[src/rtl/irq_pkg.sv]
package irq_pkg;
  typedef enum logic [1:0] {
    SNS_LOW  = 2'b00,
    SNS_ANY  = 2'b01,
    SNS_FALL = 2'b10,
    SNS_RISE = 2'b11
  } sense_e;

  localparam int unsigned NUM_GRP     = 3;
  localparam int unsigned REG_DW      = 8;
  localparam logic [2:0]  ADDR_ENA    = 3'd0;
  localparam logic [2:0]  ADDR_SNS    = 3'd1;
  localparam logic [2:0]  ADDR_MSK0   = 3'd2;
  localparam int unsigned ENA_EXT_BIT = 0;
  localparam int unsigned ENA_GRP_LSB = 4;
endpackage

[src/rtl/pin_sync.sv]
module pin_sync #(
  parameter int unsigned W      = 1,
  parameter int unsigned STAGES = 2
) (
  input  logic         clk,
  input  logic         rst_n,
  input  logic [W-1:0] raw,
  output logic [W-1:0] smp,
  output logic [W-1:0] prv
);
  logic [STAGES-1:0][W-1:0] chain_q, chain_d;
  logic [W-1:0]             prv_q;

  always_comb begin
    chain_d[0] = raw;
    for (int k = 1; k < STAGES; k++) chain_d[k] = chain_q[k-1];
  end

  // Pins idle high; flops reset to match so no false edge follows reset.
  always_ff @(posedge clk or negedge rst_n) begin
    if (!rst_n) begin
      chain_q <= '1;
      prv_q   <= '1;
    end else begin
      chain_q <= chain_d;
      prv_q   <= chain_q[STAGES-1];
    end
  end

  assign smp = chain_q[STAGES-1];
  assign prv = prv_q;
endmodule

[src/rtl/ext_sense.sv]
module ext_sense
  import irq_pkg::*;
(
  input  logic   clk,
  input  logic   rst_n,
  input  logic   smp,
  input  logic   prv,
  input  sense_e mode,
  input  logic   ack,
  output logic   flag
);
  logic evt, flag_q, flag_d;

  always_comb begin
    unique case (mode)
      SNS_ANY:  evt = smp ^ prv;
      SNS_FALL: evt = prv & ~smp;
      SNS_RISE: evt = ~prv & smp;
      default:  evt = 1'b0;
    endcase
  end

  always_comb flag_d = evt | (flag_q & ~ack);

  always_ff @(posedge clk or negedge rst_n) begin
    if (!rst_n) flag_q <= 1'b0;
    else        flag_q <= flag_d;
  end

  assign flag = flag_q;


  ext_evt_wins_chk: assert property (@(posedge clk) disable iff (!rst_n)
    evt |=> flag_q);

  ext_ack_clr_chk: assert property (@(posedge clk) disable iff (!rst_n)
    (flag_q && ack && !evt) |=> !flag_q);

  ext_fall_chk: assert property (@(posedge clk) disable iff (!rst_n)
    (mode == SNS_FALL && $fell(smp)) |=> flag_q);

  ext_rise_chk: assert property (@(posedge clk) disable iff (!rst_n)
    (mode == SNS_RISE && $rose(smp)) |=> flag_q);
endmodule

[src/rtl/chg_group.sv]
module chg_group #(
  parameter int unsigned W = 8
) (
  input  logic         clk,
  input  logic         rst_n,
  input  logic         wr_en,
  input  logic [W-1:0] wdata,
  input  logic [W-1:0] smp,
  input  logic [W-1:0] prv,
  input  logic         ack,
  output logic [W-1:0] mask,
  output logic         flag
);
  logic [W-1:0] mask_q, mask_d;
  logic         flag_q, flag_d, hit;

  always_comb begin
    mask_d = wr_en ? wdata : mask_q;
    hit    = |((smp ^ prv) & mask_q);
    flag_d = hit | (flag_q & ~ack);
  end

  always_ff @(posedge clk or negedge rst_n) begin
    if (!rst_n) begin
      mask_q <= '0;
      flag_q <= 1'b0;
    end else begin
      mask_q <= mask_d;
      flag_q <= flag_d;
    end
  end

  assign mask = mask_q;
  assign flag = flag_q;


  grp_quiet_chk: assert property (@(posedge clk) disable iff (!rst_n)
    (smp == prv && !flag_q) |=> !flag_q);

  grp_ack_chk: assert property (@(posedge clk) disable iff (!rst_n)
    (flag_q && ack && !hit) |=> !flag_q);

  grp_hit_chk: assert property (@(posedge clk) disable iff (!rst_n)
    hit |=> flag_q);
endmodule

[src/rtl/pin_irq_ctrl.sv]
module pin_irq_ctrl
  import irq_pkg::*;
#(
  parameter int unsigned G0_W        = 8,
  parameter int unsigned G1_W        = 4,
  parameter int unsigned G2_W        = 6,
  parameter int unsigned SYNC_STAGES = 2
) (
  input  logic                   clk,
  input  logic                   rst_n,
  input  logic                   reg_wr_en,
  input  logic [2:0]             reg_addr,
  input  logic [7:0]             reg_wdata,
  output logic [7:0]             reg_rdata,
  input  logic                   gie,
  input  logic                   ext_pin,
  input  logic [G0_W+G1_W+G2_W-1:0] chg_pins,
  input  logic                   ext_ack,
  input  logic [2:0]             grp_ack,
  output logic                   ext_req,
  output logic [2:0]             grp_req
);
  localparam int unsigned PIN_W = G0_W + G1_W + G2_W;

  // Reset: asserted asynchronously, released on a clock edge.
  logic [1:0] rst_pipe;
  logic       rst_ni;
  always_ff @(posedge clk or negedge rst_n) begin
    if (!rst_n) rst_pipe <= '0;
    else        rst_pipe <= {rst_pipe[0], 1'b1};
  end
  assign rst_ni = rst_pipe[1];

  // Control registers
  logic         ext_en_q, ext_en_d;
  logic [2:0]   grp_en_q, grp_en_d;
  sense_e       sense_q, sense_d;
  logic         wr_ena, wr_sns;

  always_comb begin
    wr_ena   = reg_wr_en && (reg_addr == ADDR_ENA);
    wr_sns   = reg_wr_en && (reg_addr == ADDR_SNS);
    ext_en_d = wr_ena ? reg_wdata[ENA_EXT_BIT] : ext_en_q;
    grp_en_d = wr_ena ? reg_wdata[ENA_GRP_LSB +: NUM_GRP] : grp_en_q;
    sense_d  = wr_sns ? sense_e'(reg_wdata[1:0]) : sense_q;
  end

  always_ff @(posedge clk or negedge rst_ni) begin
    if (!rst_ni) begin
      ext_en_q <= 1'b0;
      grp_en_q <= '0;
      sense_q  <= SNS_LOW;
    end else begin
      ext_en_q <= ext_en_d;
      grp_en_q <= grp_en_d;
      sense_q  <= sense_d;
    end
  end

  // Sampling
  logic             ext_smp, ext_prv;
  logic [PIN_W-1:0] chg_smp, chg_prv;

  pin_sync #(.W(1), .STAGES(SYNC_STAGES)) u_ext_sync (
    .clk(clk), .rst_n(rst_ni), .raw(ext_pin), .smp(ext_smp), .prv(ext_prv));

  pin_sync #(.W(PIN_W), .STAGES(SYNC_STAGES)) u_chg_sync (
    .clk(clk), .rst_n(rst_ni), .raw(chg_pins), .smp(chg_smp), .prv(chg_prv));

  // Dedicated pin detection
  logic ext_flag;
  ext_sense u_ext (
    .clk(clk), .rst_n(rst_ni), .smp(ext_smp), .prv(ext_prv),
    .mode(sense_q), .ack(ext_ack), .flag(ext_flag));

  // Pin-change groups
  logic [NUM_GRP-1:0]             grp_flag;
  logic [NUM_GRP-1:0][REG_DW-1:0] grp_mask_rd;

  for (genvar g = 0; g < NUM_GRP; g++) begin : g_grp
    localparam int unsigned W  = (g == 0) ? G0_W : (g == 1) ? G1_W : G2_W;
    localparam int unsigned LO = (g == 0) ? 0 : (g == 1) ? G0_W : G0_W + G1_W;
    logic [W-1:0]      mask;
    logic [REG_DW-1:0] rd;
    logic              wr;

    assign wr = reg_wr_en && (reg_addr == 3'(ADDR_MSK0 + g));

    chg_group #(.W(W)) u_grp (
      .clk(clk), .rst_n(rst_ni), .wr_en(wr), .wdata(reg_wdata[W-1:0]),
      .smp(chg_smp[LO +: W]), .prv(chg_prv[LO +: W]), .ack(grp_ack[g]),
      .mask(mask), .flag(grp_flag[g]));

    always_comb begin
      rd        = '0;
      rd[W-1:0] = mask;
    end
    assign grp_mask_rd[g] = rd;
  end

  // Requests
  always_comb begin
    ext_req = gie & ext_en_q & ((sense_q == SNS_LOW) ? ~ext_smp : ext_flag);
    grp_req = {NUM_GRP{gie}} & grp_en_q & grp_flag;
  end

  // Read-back
  always_comb begin
    reg_rdata = '0;
    case (reg_addr)
      ADDR_ENA: begin
        reg_rdata[ENA_EXT_BIT]              = ext_en_q;
        reg_rdata[ENA_GRP_LSB +: NUM_GRP]   = grp_en_q;
      end
      ADDR_SNS: reg_rdata[1:0] = sense_q;
      3'd2:     reg_rdata = grp_mask_rd[0];
      3'd3:     reg_rdata = grp_mask_rd[1];
      3'd4:     reg_rdata = grp_mask_rd[2];
      default:  reg_rdata = '0;
    endcase
  end


  gie_gate_chk: assert property (@(posedge clk) disable iff (!rst_ni)
    !gie |-> (!ext_req && grp_req == '0));

  rsvd_zero_chk: assert property (@(posedge clk) disable iff (!rst_ni)
    (reg_addr == ADDR_ENA) |-> (!reg_rdata[7] && reg_rdata[3:1] == 3'b000));

  level_drop_chk: assert property (@(posedge clk) disable iff (!rst_ni)
    (sense_q == SNS_LOW && ext_smp) |-> !ext_req);
endmodule

[config.mk]
export PLATFORM = sky130hd
export DESIGN_NAME = pin_irq_ctrl
export DESIGN_NICKNAME = d
export VERILOG_FILES = /design/src/rtl/irq_pkg.sv /design/src/rtl/pin_sync.sv /design/src/rtl/ext_sense.sv /design/src/rtl/chg_group.sv /design/src/rtl/pin_irq_ctrl.sv
export SDC_FILE = /design/constraint.sdc
export NUM_CORES = 1
export LEC_CHECK = 0
export BUFFER_PORTS_ARGS = -buffer_cell sky130_fd_sc_hd__buf_4
export CAP_MARGIN = 40
export CORE_MARGIN = 10
export CORE_UTILIZATION = 47
export CTS_CLUSTER_SIZE = 40
export DETAILED_ROUTE_END_ITERATION = 10
export PLACE_DENSITY = 0.68
export SYNTH_ARGS = -nofsm -noshare
export SYNTH_HDL_FRONTEND = slang
export SYNTH_HIERARCHICAL = 1
export SYNTH_SLANG_ARGS = --single-unit
[constraint.sdc]
create_clock -name clk -period 3.05 [get_ports clk]
set_clock_uncertainty 0.2 [all_clocks]
set_input_delay 0.305 -clock clk [delete_from_list [all_inputs] [get_ports clk]]
set_output_delay 0.305 -clock clk [all_outputs]
set_load 0.05 [all_outputs]
==> impl_metrics.json <==
{
  "combPwrFrac": 0.156,
  "regArea_sq_um": 2250,
  "critPathArrivalTime_ns": 1.51,
  "fin_cells": 363,
  "yosys.area.top_type": "dfstp_2",
  "cts_buffers": 9,
  "drcViolationCount": 0,
  "avgSynthCellArea_sq_um": 15.7,
  "grt_pass1_vias": 1959,
  "crit_family": "flip-flops",
  "row_count": 29,
  "gp_congestion": 0.830,
  "coreArea_sq_um": 6490,
  "synth_area_leaders": "dfstp_2 (47%), dfrtp_1 (23%), mux2_2 (8.8%), xor2_1 (4.9%), mux2i_1 (2.2%)",
  "die_area_sq_um": 10500,
  "period_needed_ns": 2.02,
  "slowest_delay_ns": 0.43,
  "setup_viol": 0,
  "die_h_um": 102,
  "crit_chain": "mux2_2 > a22oi_1 > o21ai_0 > buf_4",
  "grt_pass1_wl_um": 9700,
  "multi_input_area_sq_um": 885,
  "vias": 1806,
  "hold_viol": 0,
  "leakagePower_nw": 1.76,
  "diodes": 0,
  "layout-drive-gt1-share": 0.528,
  "max_cap_violations": 0,
  "synth_cells": 204,
  "finalCritPeriodShare": 0.662,
  "p_switching_w": 0.000667,
  "drtIter0Drc": 48,
  "cts_sinks": 87,
  "power_density_nw_per_um2": 613,
  "antenna_found_initial": 0,
  "wl_per_cell_um": 16.0,
  "ir_worst_vdd_uv": 308,
  "cts_tree": "yes",
  "timing.slew.headroom": 0.572,
  "rsz0062_at_grt": "false",
  "dp.final_hpwl_um": 4140,
  "track_usage": 0.119,
  "sequentialPowerShare": 0.571,
  "vias_per_cell": 4.98,
  "cell_internal_pwr_w": 0.00180,
  "synthesis.area_sq_um": 3200,
  "worstMarginPinSlew_ns": 0.639,
  "cts_resized": 0,
  "synth_fp_nets": 244,
  "swShare": 0.270,
  "worstPathMaxFanout": 5,
  "path_buf_inv": 1,
  "cts_hold_buffers": 21,
  "dr.pass1.iters": 4,
  "clockBufferDepth": 2,
  "cts_setup_buffers": 0,
  "ys_seq_area_frac": 0.703,
  "timing.fmax_mhz": 495,
  "yosysWarnings": 6,
  "fill_cells": 490,
  "ant_nets": 0,
  "pin_count": 50,
  "required_ns": 2.54,
  "hold_class": "input pin to flip-flop",
  "slew_viol_final": 0,
  "die_w_um": 102,
  "end_kind": "output pin",
  "ys_ff_latch": 87,
  "wl_um": 5800,
  "synth.distinct_cells": 36,
  "root_buffer": "clkbuf_8",
  "layout.nets": 321,
  "synth_top_area_frac": 0.468,
  "p_clk_frac": 0.273,
  "initial_utilization": 0.492,
  "place_inst": 325,
  "setup_tns_ns": 0,
  "grt_max_degree": 59,
  "htree_levels": 3,
  "fin_util": 0.620,
  "syn_to_final_growth_pct": 25.9,
  "start_kind": "flip-flop",
  "place.port_buffers": 49,
  "clk_latency_ns": 0.34,
  "critPathKind": "flip-flop to output pin",
  "status": "finished, final reports clean",
  "cts.reportedPaths.clkPinSlew_ns": 0.09,
  "cp_slowest_cell": "dfrtp_1",
  "overflow": 0
}
## routing by layer
| layer | up-vias | wire length [um] | part of all wire | track usage |
|---|---|---|---|---|
| li1 | 855 | - | - | - |
| met1 | 892 | 2640 | 0.46 | 0.151 |
| met2 | 50 | 2720 | 0.47 | 0.182 |
| met3 | 9 | 374 | 0.064 | 0.0445 |
| met4 | 0 | 72 | 0.012 | 0.0423 |
| met5 | - | 0 | 0 | 0 |
## final timing paths
path | start | endpoint | slack, ns | cells past startpoint
worst max-delay path | sense_q[0] | reg_rdata[0] | 1.03 | 4
worst min-delay path | reg_wdata[3] | g_grp[2].u_grp/mask[3] | 0.02 | 2
worst max register to register | u_ext_sync/smp | u_ext/flag | 1.51 | 4
worst min register to register | rst_pipe[1] | g_grp[0].u_grp/flag | 0.06 | 0
max in group asynchronous | rst_pipe[1] | u_chg_sync/prv[8] | 1.95 | 1
min in group asynchronous | rst_pipe[1] | g_grp[0].u_grp/flag | 0.06 | 0
## kinds of logic after synthesis
kind of cell / synth area share
DFF: 0.703
and+or+nand+nor: 0.0622
muxes: 0.110
AOI/OAI and AO/OA: 0.0462
xor gates and xnor gates: 0.0493
buffers and inverters: 0.0200
adders and majority gates: 0.00783
other: 0.00117
## worst register-to-register path, stage by stage (launching register included)
cell,delay [ns]
dfstp_2,0.57
inv_1,0.05
ha_1,0.26
o21ai_1,0.05
a221o_1,0.30
## registers in the layout, indices dropped and copies added (netlist names)
signal              count
u_ext_sync/smp          1
sense_q                 2
u_chg_sync/chain_d     18
u_chg_sync/prv         18
grp_en_q                3
u_ext_sync/chain_d      1
g_grp.u_grp/flag        3
ext_en_q                1
u_chg_sync/smp         18
g_grp.u_grp/mask       18
rst_pipe                2
u_ext/flag              1
u_ext_sync/prv          1
## per-stage QoR
stage	hold slack [ns]	instance area [sq um]	power, W	setup slack (ns)
after floorplan	-0.191	3200	0.00165	0.347
after global placement	-0.112	3620	0.00178	1.10
after detailed placement	-0.111	3650	0.00180	1.04
after CTS	0.00229	4020	0.00249	1.02
after global routing	0.00634	4030	0.00259	0.913
final	0.0194	4030	0.00247	1.03
## Yosys cell counts
master / count
dfrtp_1: 30
and3_2: 1
and3b_2: 1
ha_1: 2
nor3b_1: 2
a221o_1: 1
conb_1: 1
nor2b_1: 5
buf_2: 3
nor3b_4: 1
nor3_1: 1
buf_6: 2
nand3b_1: 1
a211oi_1: 1
a222oi_1: 3
nor2_1: 5
mux2i_1: 7
a21oi_1: 3
xor2_1: 18
buf_4: 1
a221oi_2: 1
nand2_1: 8
o21a_1: 1
o22ai_1: 3
o21ai_0: 3
o21ai_1: 1
and3_1: 3
and2_1: 1
mux2_2: 25
inv_1: 5
nand2b_1: 1
nand3_1: 2
a22oi_1: 2
dfstp_2: 57
a22o_1: 1
nor2b_4: 1
## layout make-up
type | count | share of cell area
inverter | 5 | 0.00466
clock buffer | 12 | 0.0336
clock inverter | 4 | 0.00590
tap | 77 | 0.0239
timing repair buffer | 72 | 0.153
multi-input combinational | 106 | 0.220
sequential | 87 | 0.559
## placed cells by master, fill, tap and decap left out, drive strengths merged, types with 6 or more instances in the layout
cell and instances:
clkbuf 12, mux2i 7, mux2 25, nor2b 6, buf 50, xor2 18
dfstp 57, nand2 8, dlygate4sd3 22, dfrtp 30
## power groups by stage
stage                     clock network, W  logic [W]  registers (W)
final                             0.000673   0.000386        0.00141
after floorplan                          0   0.000253        0.00140
after CTS                         0.000688   0.000390        0.00141
after detailed placement                 0   0.000367        0.00143
after global routing              0.000735   0.000423        0.00143
after global placement                   0   0.000343        0.00144
No activity file was read; power rests on OpenSTA's default activity.
